`src/rtl/clkdiv_pkg.sv`:
```
package clkdiv_pkg;
  parameter int P_W_DEF    = 5;
  parameter int POST_W_DEF = 2;

  typedef enum logic {
    SRC_SYN = 1'b0,
    SRC_REF = 1'b1
  } src_e;
endpackage

```
`src/rtl/clkdiv_cfg.sv`:
```
module clkdiv_cfg
  import clkdiv_pkg::*;
#(
  parameter int P_W     = P_W_DEF,
  parameter int POST_W  = POST_W_DEF,
  parameter bit POST_EN = 1'b1,
  parameter bit MUX_EN  = 1'b1
) (
  input  logic              clk,
  input  logic              rst,
  input  logic              wr_en,
  input  logic [P_W-1:0]    wr_p,
  input  logic [POST_W-1:0] wr_post,
  input  logic              wr_src,
  input  logic              load,
  output logic [P_W-1:0]    act_p,
  output logic [POST_W-1:0] act_post,
  output src_e              act_src
);
  logic [P_W-1:0]    sh_p;
  logic [POST_W-1:0] sh_post;
  src_e              sh_src;
  logic [POST_W-1:0] run_post;
  src_e              run_src;

  // shadow copy, written by the configuration strobe
  always_ff @(posedge clk) begin
    if (rst) begin
      sh_p    <= '0;
      sh_post <= '0;
      sh_src  <= SRC_SYN;
    end else if (wr_en) begin
      sh_p    <= wr_p;
      sh_post <= wr_post;
      sh_src  <= src_e'(wr_src);
    end
  end

  // working copy, loaded only at a period boundary
  always_ff @(posedge clk) begin
    if (rst) begin
      act_p    <= '0;
      run_post <= '0;
      run_src  <= SRC_SYN;
    end else if (load) begin
      act_p    <= sh_p;
      run_post <= sh_post;
      run_src  <= sh_src;
    end
  end

  generate
    if (POST_EN) begin : g_post
      assign act_post = run_post;
    end else begin : g_no_post
      assign act_post = '0;
    end
    if (MUX_EN) begin : g_mux
      assign act_src = run_src;
    end else begin : g_ref_only
      assign act_src = SRC_REF;
    end
  endgenerate
endmodule

```
`src/rtl/clkdiv_src_sel.sv`:
```
module clkdiv_src_sel
  import clkdiv_pkg::*;
#(
  parameter bit MUX_EN = 1'b1
) (
  input  logic syn_tick,
  input  logic ref_tick,
  input  src_e src,
  output logic sel_tick
);
  generate
    if (MUX_EN) begin : g_mux
      assign sel_tick = (src == SRC_REF) ? ref_tick : syn_tick;
    end else begin : g_ref_only
      logic unused_in;
      assign unused_in = syn_tick ^ src;
      assign sel_tick  = ref_tick;
    end
  endgenerate
endmodule

```
`src/rtl/clkdiv_seq.sv`:
```
module clkdiv_seq #(
  parameter int P_W    = 5,
  parameter int POST_W = 2
) (
  input  logic              clk,
  input  logic              rst,
  input  logic              tick,
  input  logic [P_W-1:0]    p,
  input  logic [POST_W-1:0] post,
  output logic              boundary,
  output logic              div_out
);
  localparam int Q_W = (1 << POST_W) - 1;

  logic [P_W-1:0] pcnt, p_last, pn;
  logic [P_W:0]   p_eff, p_hi;
  logic [Q_W-1:0] qcnt, q_last, q_half, qn;
  logic           run, at_end, single, level;

  always_comb begin
    p_eff  = (p == '0) ? (P_W+1)'(1) : {1'b0, p};
    p_last = (p == '0) ? '0 : p - 1'b1;
    p_hi   = (p_eff + 1'b1) >> 1;
    q_last = Q_W'((Q_W'(1) << post) - 1'b1);
    q_half = (post == '0) ? '0 : (Q_W'(1) << (post - 1'b1));
    single = (p_eff == (P_W+1)'(1)) && (post == '0);
    at_end = (pcnt == p_last) && (qcnt == q_last);
    boundary = tick && (!run || at_end);
    if (pcnt == p_last) begin
      pn = '0;
      qn = qcnt + 1'b1;
    end else begin
      pn = pcnt + 1'b1;
      qn = qcnt;
    end
    level = (post == '0) ? ({1'b0, pn} < p_hi) : (qn < q_half);
  end

  always_ff @(posedge clk) begin
    if (rst) begin
      pcnt    <= '0;
      qcnt    <= '0;
      run     <= 1'b0;
      div_out <= 1'b0;
    end else if (boundary) begin
      pcnt    <= '0;
      qcnt    <= '0;
      run     <= 1'b1;
      div_out <= 1'b1;
    end else if (tick) begin
      pcnt    <= pn;
      qcnt    <= qn;
      div_out <= level;
    end else if (single) begin
      div_out <= 1'b0;
    end
  end
endmodule

```
`src/rtl/clkdiv_out.sv`:
```
module clkdiv_out
  import clkdiv_pkg::*;
#(
  parameter int P_W     = P_W_DEF,
  parameter int POST_W  = POST_W_DEF,
  parameter bit POST_EN = 1'b1,
  parameter bit MUX_EN  = 1'b1
) (
  input  logic              clk,
  input  logic              rst,
  input  logic              syn_tick,
  input  logic              ref_tick,
  input  logic              cfg_we,
  input  logic [P_W-1:0]    cfg_p,
  input  logic [POST_W-1:0] cfg_post,
  input  logic              cfg_src,
  output logic              div_out
);
  logic [P_W-1:0]    act_p;
  logic [POST_W-1:0] act_post;
  src_e              act_src;
  logic              sel_tick;
  logic              boundary;

  clkdiv_cfg #(.P_W(P_W), .POST_W(POST_W), .POST_EN(POST_EN), .MUX_EN(MUX_EN)) cfg_i (
    .clk(clk), .rst(rst), .wr_en(cfg_we), .wr_p(cfg_p), .wr_post(cfg_post),
    .wr_src(cfg_src), .load(boundary), .act_p(act_p), .act_post(act_post),
    .act_src(act_src)
  );

  clkdiv_src_sel #(.MUX_EN(MUX_EN)) sel_i (
    .syn_tick(syn_tick), .ref_tick(ref_tick), .src(act_src), .sel_tick(sel_tick)
  );

  clkdiv_seq #(.P_W(P_W), .POST_W(POST_W)) seq_i (
    .clk(clk), .rst(rst), .tick(sel_tick), .p(act_p), .post(act_post),
    .boundary(boundary), .div_out(div_out)
  );
endmodule

```
`config.mk`:
```
export PLATFORM = sky130hd
export DESIGN_NAME = clkdiv_out
export DESIGN_NICKNAME = d
export VERILOG_FILES = /design/src/rtl/clkdiv_pkg.sv /design/src/rtl/clkdiv_cfg.sv /design/src/rtl/clkdiv_src_sel.sv /design/src/rtl/clkdiv_seq.sv /design/src/rtl/clkdiv_out.sv
export SDC_FILE = /design/constraint.sdc
export NUM_CORES = 1
export LEC_CHECK = 0
export CAP_MARGIN = 20
export CORE_ASPECT_RATIO = 0.9
export CORE_MARGIN = 3
export CORE_UTILIZATION = 50
export DETAILED_ROUTE_END_ITERATION = 12
export GPL_TIMING_DRIVEN = 0
export PLACE_DENSITY = 0.77
export SYNTH_ARGS = -nofsm -noshare
export SYNTH_HDL_FRONTEND = slang
export SYNTH_HIERARCHICAL = 1
export SYNTH_SLANG_ARGS = --single-unit
export TNS_END_PERCENT = 30
```
`constraint.sdc`:
```
create_clock -name clk -period 5.2 [get_ports clk]
set_input_delay 0.78 -clock clk [delete_from_list [all_inputs] [get_ports clk]]
set_output_delay 0.78 -clock clk [all_outputs]
set_load 0.1 [all_outputs]
```
Word-level counts from Yosys, hierarchy flattened
Index checks and enable logic that the tools add are counted.
{ "word_totals": {"reg_bits": 26, "latch_bits": 0, "ram_bits": 0, "mem_bits_ro": 0, "inputBits": 13, "output_inout_bits": 1, "wordCells": 42, "memories": 0} }
{ "op_classes": {"add_sub_neg": 6, "multipliers": 0, "div": 0, "n_lt_le_gt_ge": 2, "eq_ne": 3, "shifts": 2, "mux": 10, "bitwise_logic": 0, "reduce_logical": 9} }
{ "op_table": {"columns": ["cell", "count"], "rows": [
  ["$mux W5", 3],
  ["$add A6 B1 Y6 const B", 1],
  ["$eq A6 B1 Y1 const B", 1],
  ["$mux W3", 2],
  ["$shl A1 B2 Y3 const A", 2],
  ["$add A5 B1 Y5 const B", 1],
  ["$eq A5 B5 Y1", 1],
  ["$logic_not A5 Y1", 1],
  ["$lt A5 B5 Y1", 1],
  ["$mux W1", 5],
  ["$sub A5 B1 Y5 const B", 1],
  ["$add A3 B1 Y3 const B", 1],
  ["$eq A3 B3 Y1", 1],
  ["$logic_and A1 B1 Y1", 3],
  ["$lt A3 B3 Y1", 1],
  ["$reduce_bool A3 Y1", 1],
  ["$sub A3 B1 Y3 const B", 1],
  ["$logic_not A2 Y1", 1],
  ["$reduce_or A2 Y1", 1],
  ["$sub A2 B1 Y2 const B", 1],
  ["$logic_not A1 Y1", 1],
  ["$logic_or A1 B1 Y1", 1]
]} }

Logic depth before layout (Yosys ltp)
{ "depth": {"ltp_word": 8, "depth_mapped": 15} }

By module
The synthesis kept the hierarchy.
{ "modules_own_cells": {"columns": ["mod", "n_inst", "cells_each", "area_per_inst_um2", "seq_area_each_um2"], "rows": [
  ["clkdiv_seq", 1, 143, 1117.3, 200.2],
  ["clkdiv_cfg", 1, 52, 579.3, 320.3],
  ["clkdiv_src_sel", 1, 1, 15.0, 0.0]
]} }

Worst setup path before layout
OpenSTA, ideal clock, no wires.
{ "synth_path": {"path_kind": "register -> register", "startpoint": "reg cfg_i.act_p[0]", "endpoint": "reg seq_i.div_out", "arrival_time_ns": 3.091, "setup_slack_ns": 2.029, "stages_incl_launch_ff": 15, "n_path_buf": 1, "synth_period_minus_slack_ns": 3.171, "cell_sequence": "dfxtp_1 -> inv_1 -> ha_1 -> nor4b_1 -> a21oi_1 -> o32a_1 -> a211oi_4 -> buf_6 -> mux2_2 -> ha_1 -> a211oi_1 -> nand2_1 -> o211ai_1 -> mux2i_1 -> a211oi_2"} }
{ "synth_via": {"elab_chain_len": 8, "elab_cells_between_ends": 19, "cone_classes": "add/sub (2); order compare (2); eq/ne (2); mux (7); reduce/logical (6)"} }
{ "synth_lines": {"columns": ["element", "line_no", "text"], "rows": [
  ["from (decl)", "clkdiv_cfg.sv:16", "output logic [P_W-1:0] act_p,"],
  ["from (signal assigned)", "clkdiv_cfg.sv:46", "act_p <= sh_p;"],
  ["$sub A5 B1 Y5 or $logic_not A5 Y1 (tied branches)", "clkdiv_seq.sv:22", "p_last = (p == '0) ? '0 : p - 1'b1;"],
  ["$mux W5 *", "clkdiv_seq.sv:22", null],
  ["$eq A5 B5 Y1 *", "clkdiv_seq.sv:29", "if (pcnt == p_last) begin"],
  ["$mux W3 *", "clkdiv_seq.sv:29", null],
  ["net seq_i.qn[1]", "clkdiv_seq.sv:17", "logic [Q_W-1:0] qcnt, q_last, q_half, qn;"],
  ["$lt A3 B3 Y1 *", "clkdiv_seq.sv:36", "level = (post == '0) ? ({1'b0, pn} < p_hi) : (qn < q_half);"],
  ["$mux W1 *", "clkdiv_seq.sv:36", null],
  ["$mux W1 *", "clkdiv_seq.sv:50", "end else if (tick) begin"],
  ["$mux W1 *", "clkdiv_seq.sv:45", "end else if (boundary) begin"],
  ["to (signal assigned)", "clkdiv_seq.sv:53", "div_out <= level;"],
  ["to (decl)", "clkdiv_seq.sv:11", "output logic div_out"]
]} }
Mark *: on every way through the listed nets, which the timed path passes. The rest lies on a longest branch.
A chain may end at the register's enable or synchronous reset.

Worst setup path after layout
Same ends and word-level chain as after synthesis.

==> flow_summary.html <==
<table>
<tr><th>Metric</th><th>Value</th></tr>
<tr><th colspan="2">Setup path</th></tr>
<tr><td>Worst path cell trace</td><td>inv_1 -&gt; ha_1 -&gt; nor4b_1 -&gt; a21oi_1 -&gt; o32a_1 -&gt; a211oi_4 -&gt; buf_6 -&gt; nand2_1 -&gt; xnor2_1 -&gt; ha_1 -&gt; a211oi_1 -&gt; nand2_1 -&gt; o211ai_1 -&gt; mux2i_1 -&gt; a211oi_2</td></tr>
<tr><td>Top fanout value on the critical path</td><td>10</td></tr>
<tr><td>Critical Path Start</td><td>cfg_i/act_p[0]</td></tr>
<tr><td>Setup Crit Path Kind</td><td>flip-flop to flip-flop</td></tr>
<tr><td>Slowest-stage cell, CP</td><td>sky130_fd_sc_hd__nor4b_1</td></tr>
<tr><td>Slowest Stage Delay on Critical Path</td><td>0.55 ns</td></tr>
<tr><td>Endpoint arrival time on the critical path</td><td>4.00 ns</td></tr>
<tr><td>Required time reported for the critical path endpoint</td><td>5.39 ns</td></tr>
<tr><td>Type of origin of the critical path</td><td>flip-flop</td></tr>
<tr><td>Beginning of the worst register-to-register path</td><td>cfg_i/act_p[0]</td></tr>
<tr><td>Crit. End Element</td><td>flip-flop</td></tr>
<tr><th colspan="2">Detailed routing</th></tr>
<tr><td>Remaining antenna violation count after routing</td><td>0</td></tr>
<tr><td>Detailed router's first-iteration violation count</td><td>74</td></tr>
<tr><td>Via count of the routed design</td><td>1465</td></tr>
<tr><td>Via-per-instance ratio</td><td>5.79</td></tr>
<tr><td>Average wire per standard cell</td><td>14.2 um</td></tr>
<tr><td>Detailed Routing Iterations Pass 1</td><td>4</td></tr>
<tr><td>Wire length reported by the detailed router</td><td>3600 um</td></tr>
<tr><td>DR DRC count</td><td>0</td></tr>
<tr><th colspan="2">Floorplanning</th></tr>
<tr><td>Die footprint</td><td>4160 sq um</td></tr>
<tr><td># IOs</td><td>14</td></tr>
<tr><td>Starting density of the core</td><td>0.541</td></tr>
<tr><td>Chip Width</td><td>67.7 um</td></tr>
<tr><td>Total number of placement rows</td><td>19</td></tr>
<tr><td>Placeable core region</td><td>3160 sq um</td></tr>
<tr><td>DIE HEIGHT</td><td>61.5 um</td></tr>
<tr><th colspan="2">Clock network</th></tr>
<tr><td>Count of buffers added by post-CTS timing repair for setup</td><td>0</td></tr>
<tr><td>Count of cells resized by post-cts repair</td><td>0</td></tr>
<tr><td>Maximum root-to-sink buffer count</td><td>2</td></tr>
<tr><td>Insertion delay of the later-clocked pin in the worst-skew pair</td><td>0.27 ns</td></tr>
<tr><td>Clock transition at path regs</td><td>0.09 ns</td></tr>
<tr><td>Cell at the root of the clock tree</td><td>sky130_fd_sc_hd__clkbuf_8</td></tr>
<tr><td>CTS H-tree lvls</td><td>1</td></tr>
<tr><td>CTS Hold Bufs</td><td>0</td></tr>
<tr><td>Number of sinks handled by clock tree synthesis</td><td>26</td></tr>
<tr><td>Inserted Clock Buffers</td><td>3</td></tr>
<tr><td>CTS tree</td><td>done</td></tr>
<tr><th colspan="2">Global routing</th></tr>
<tr><td>Antenna violations before repair</td><td>0</td></tr>
<tr><td>Via count of the first global-routing pass</td><td>1377</td></tr>
<tr><td>Pin count of the biggest net entering global routing</td><td>16</td></tr>
<tr><td>Gr ovfl total</td><td>0</td></tr>
<tr><td>Overall routing resource usage</td><td>0.194</td></tr>
<tr><td>Wire length of the first global-routing pass</td><td>6130 um</td></tr>
<tr><th colspan="2">Timing</th></tr>
<tr><td>Total Neg Setup Slack</td><td>0 ns</td></tr>
<tr><td>Max frequency</td><td>0.263 GHz</td></tr>
<tr><td>Worst setup skew after layout</td><td>0.00505 ns</td></tr>
<tr><td>RSZ-0062 raised after global routing</td><td>false</td></tr>
<tr><td>Min setup slack post-route</td><td>1.39 ns</td></tr>
<tr><td># setup viols final</td><td>0</td></tr>
<tr><td>Fin crit period</td><td>3.81 ns</td></tr>
<tr><td>Worst slew margin relative to its limit</td><td>0.352</td></tr>
<tr><td>Actual slew at the worst max-slew pin</td><td>0.968 ns</td></tr>
<tr><td>Hold Violations, Final</td><td>0</td></tr>
<tr><td>Number of pins exceeding their max-slew limit in the final report</td><td>0</td></tr>
<tr><td>Period utilization</td><td>0.732</td></tr>
<tr><th colspan="2">Placed design</th></tr>
<tr><td>Placer congestion estimate</td><td>0.884</td></tr>
<tr><td>Worst setup slack before clock tree synthesis</td><td>1.52 ns</td></tr>
<tr><td>Post-detailed-placement half-perimeter wirelength</td><td>2740 um</td></tr>
<tr><td>Port bufs</td><td>11</td></tr>
<tr><th colspan="2">Flow run</th></tr>
<tr><td>Count of maximum capacitance violations</td><td>0</td></tr>
<tr><th colspan="2">Logic synthesis</th></tr>
<tr><td>Simple logic cell fraction of the synthesized area</td><td>0.227</td></tr>
<tr><td>Post-synth EDFFs</td><td>0</td></tr>
<tr><td>Post-synth top area share</td><td>0.304</td></tr>
<tr><td>Mapped Nets</td><td>220</td></tr>
<tr><td>Post-Syn Instances</td><td>196</td></tr>
<tr><td>Area share of xor/xnor cells in the synthesized design</td><td>0.0461</td></tr>
<tr><td>Number of warnings reported in the yosys synthesis log</td><td>6</td></tr>
<tr><td>Portion of the post-synthesis area used by sequential elements</td><td>0.304</td></tr>
<tr><td>Netlist cell types</td><td>47</td></tr>
<tr><td>Number of storage elements in the synthesis netlist</td><td>26</td></tr>
<tr><td>FFs w/ async S/R, synth</td><td>0</td></tr>
<tr><td>Primary FF master, synth</td><td>sky130_fd_sc_hd__dfxtp_1</td></tr>
<tr><td>Summed instance area of the synthesized netlist</td><td>1710 sq um</td></tr>
<tr><td>Adder and majority cell fraction of the synthesized area</td><td>0.0804</td></tr>
<tr><td>Cell type with the highest aggregate area in the netlist</td><td>sky130_fd_sc_hd__dfxtp_1</td></tr>
<tr><td>Dominant combinational cell family by area after synthesis</td><td>simple AND/OR/NAND/NOR gates</td></tr>
<tr><td>Average size of a mapped cell</td><td>8.73 sq um</td></tr>
<tr><td>Mux contribution to synthesized area</td><td>0.115</td></tr>
<tr><td>Top area cells in the synthesized netlist</td><td>sky130_fd_sc_hd__dfxtp_1, sky130_fd_sc_hd__mux2i_1, sky130_fd_sc_hd__ha_1, sky130_fd_sc_hd__nor2_1, sky130_fd_sc_hd__a21oi_1</td></tr>
<tr><td>Complex-gate fraction of the synthesized area</td><td>0.162</td></tr>
<tr><th colspan="2">Cells and area</th></tr>
<tr><td>Growth of design area from synthesis to finish</td><td>13.7%</td></tr>
<tr><td>Filler cell count in the final layout</td><td>272</td></tr>
<tr><td>Net count of the finished layout</td><td>236</td></tr>
<tr><td>Most frequent cells in the layout</td><td>sky130_fd_sc_hd__nor2_1, sky130_fd_sc_hd__dfxtp_1, sky130_fd_sc_hd__mux2i_1</td></tr>
<tr><td>Footprint of the multi-input gates</td><td>1080 sq um</td></tr>
<tr><td>Ant. Diodes</td><td>0</td></tr>
<tr><td>Fraction of layout instances using a drive strength above 1</td><td>0.0948</td></tr>
<tr><td>Area of all sequential standard cells</td><td>520 sq um</td></tr>
<tr><th colspan="2">Hold path</th></tr>
<tr><td>Hold Path Class</td><td>flip-flop to flip-flop</td></tr>
<tr><td>Worst Min Path Start</td><td>cfg_i/sh_post[0]</td></tr>
<tr><th colspan="2">Run status</th></tr>
<tr><td>Result of the run</td><td>finished, final reports clean</td></tr>
<tr><th colspan="2">Power</th></tr>
<tr><td>VDD IR max</td><td>202 uV</td></tr>
<tr><td>Areal power density over the cells</td><td>260 nW/um^2</td></tr>
<tr><td>Static leakage power</td><td>0.778 nW</td></tr>
</table>
synth_stat cells, types with 4 or more instances:
library cell	n
sky130_fd_sc_hd__clkbuf_1	4
sky130_fd_sc_hd__dfxtp_1	26
sky130_fd_sc_hd__inv_1	8
sky130_fd_sc_hd__nor3_1	4
sky130_fd_sc_hd__a211oi_1	4
sky130_fd_sc_hd__nor2_1	26
sky130_fd_sc_hd__xor2_1	5
sky130_fd_sc_hd__nand2b_1	9
sky130_fd_sc_hd__nand2_1	8
sky130_fd_sc_hd__xnor2_1	4
sky130_fd_sc_hd__buf_6	5
sky130_fd_sc_hd__mux2i_1	17
sky130_fd_sc_hd__o21ai_0	6
sky130_fd_sc_hd__a21oi_1	13
sky130_fd_sc_hd__ha_1	11
sky130_fd_sc_hd__nand3_1	5
state kept, by name (all words and copies together), names as in the netlist:
name / cells
cfg_i/act_p: 5
cfg_i/act_post: 2
cfg_i/act_src: 1
cfg_i/sh_p: 5
cfg_i/sh_post: 2
cfg_i/sh_src: 1
seq_i/div_out: 1
seq_i/pcnt: 5
seq_i/qcnt: 3
seq_i/run: 1
metal layers:
metal	global-route usage	routed length [um]
met5	0	0
met4	0.0809	55
met3	0.0237	196
met2	0.331	1760
met1	0.249	1590
power breakdown:
part	internal (mW)	leakage, nW	switching (mW)
registers	0.208	0.212	0.00810
clock network	0.103	0.0357	0.0643
logic	0.0559	0.530	0.0680
worst max-delay path, delay by kind of cell (launching register included):
| kind | cells | cell delay [ns] |
|---|---|---|
| AO/OA/AOI/OAI | 6 | 1.48 |
| XOR/XNOR | 1 | 0.14 |
| adder cells (fa/ha/maj) | 2 | 0.57 |
| buffers and inverters | 2 | 0.32 |
| flip-flops | 1 | 0.39 |
| multiplexers | 1 | 0.11 |
| AND/OR/NAND/NOR | 3 | 0.71 |
final timing paths:
path / slack [ns] / depth (start not counted) / endpoint
max: 1.39 / 15 / seq_i/div_out
min: 0.51 / 2 / cfg_i/act_post[0]
max reg2reg: 1.39 / 15 / seq_i/div_out
min reg2reg: 0.51 / 2 / cfg_i/act_post[0]
final cells by class:
cell class,count,share of cell area
inverter,8,0.0154
clock inverter,1,0.0154
sequential,26,0.268
multi-input combinational,151,0.555
timing repair buffer,11,0.0566
buffer,11,0.0418
clock buffer,3,0.0212
tap,42,0.0270
through the flow:
step | cell area [sq um] | utilization | std cells | total power [mW] | hold WS, ns
6_report | 1950 | 0.615 | 253 | 0.507 | 0.506
5_1_grt | 1950 | 0.615 | 253 | 0.532 | 0.521
4_1_cts | 1950 | 0.615 | 253 | 0.509 | 0.507
3_5_place_dp | 1870 | 0.593 | 249 | 0.342 | 0.484
3_3_place_gp | 1870 | 0.593 | 249 | 0.337 | 0.473
2_1_floorplan | 1710 | - | 196 | 0.312 | 0.455
kinds of logic (layout without fill, tap and decap cells):
family          count (synthesis)  count (layout)
compound gates                 39              39
xor+xnor                        9               9
fa+ha+maj                      11              11
buf+inv                        19              34
flops                          26              26
mux                            19              19
simple gates                   73              73
Power figures use the tool's default switching activity.
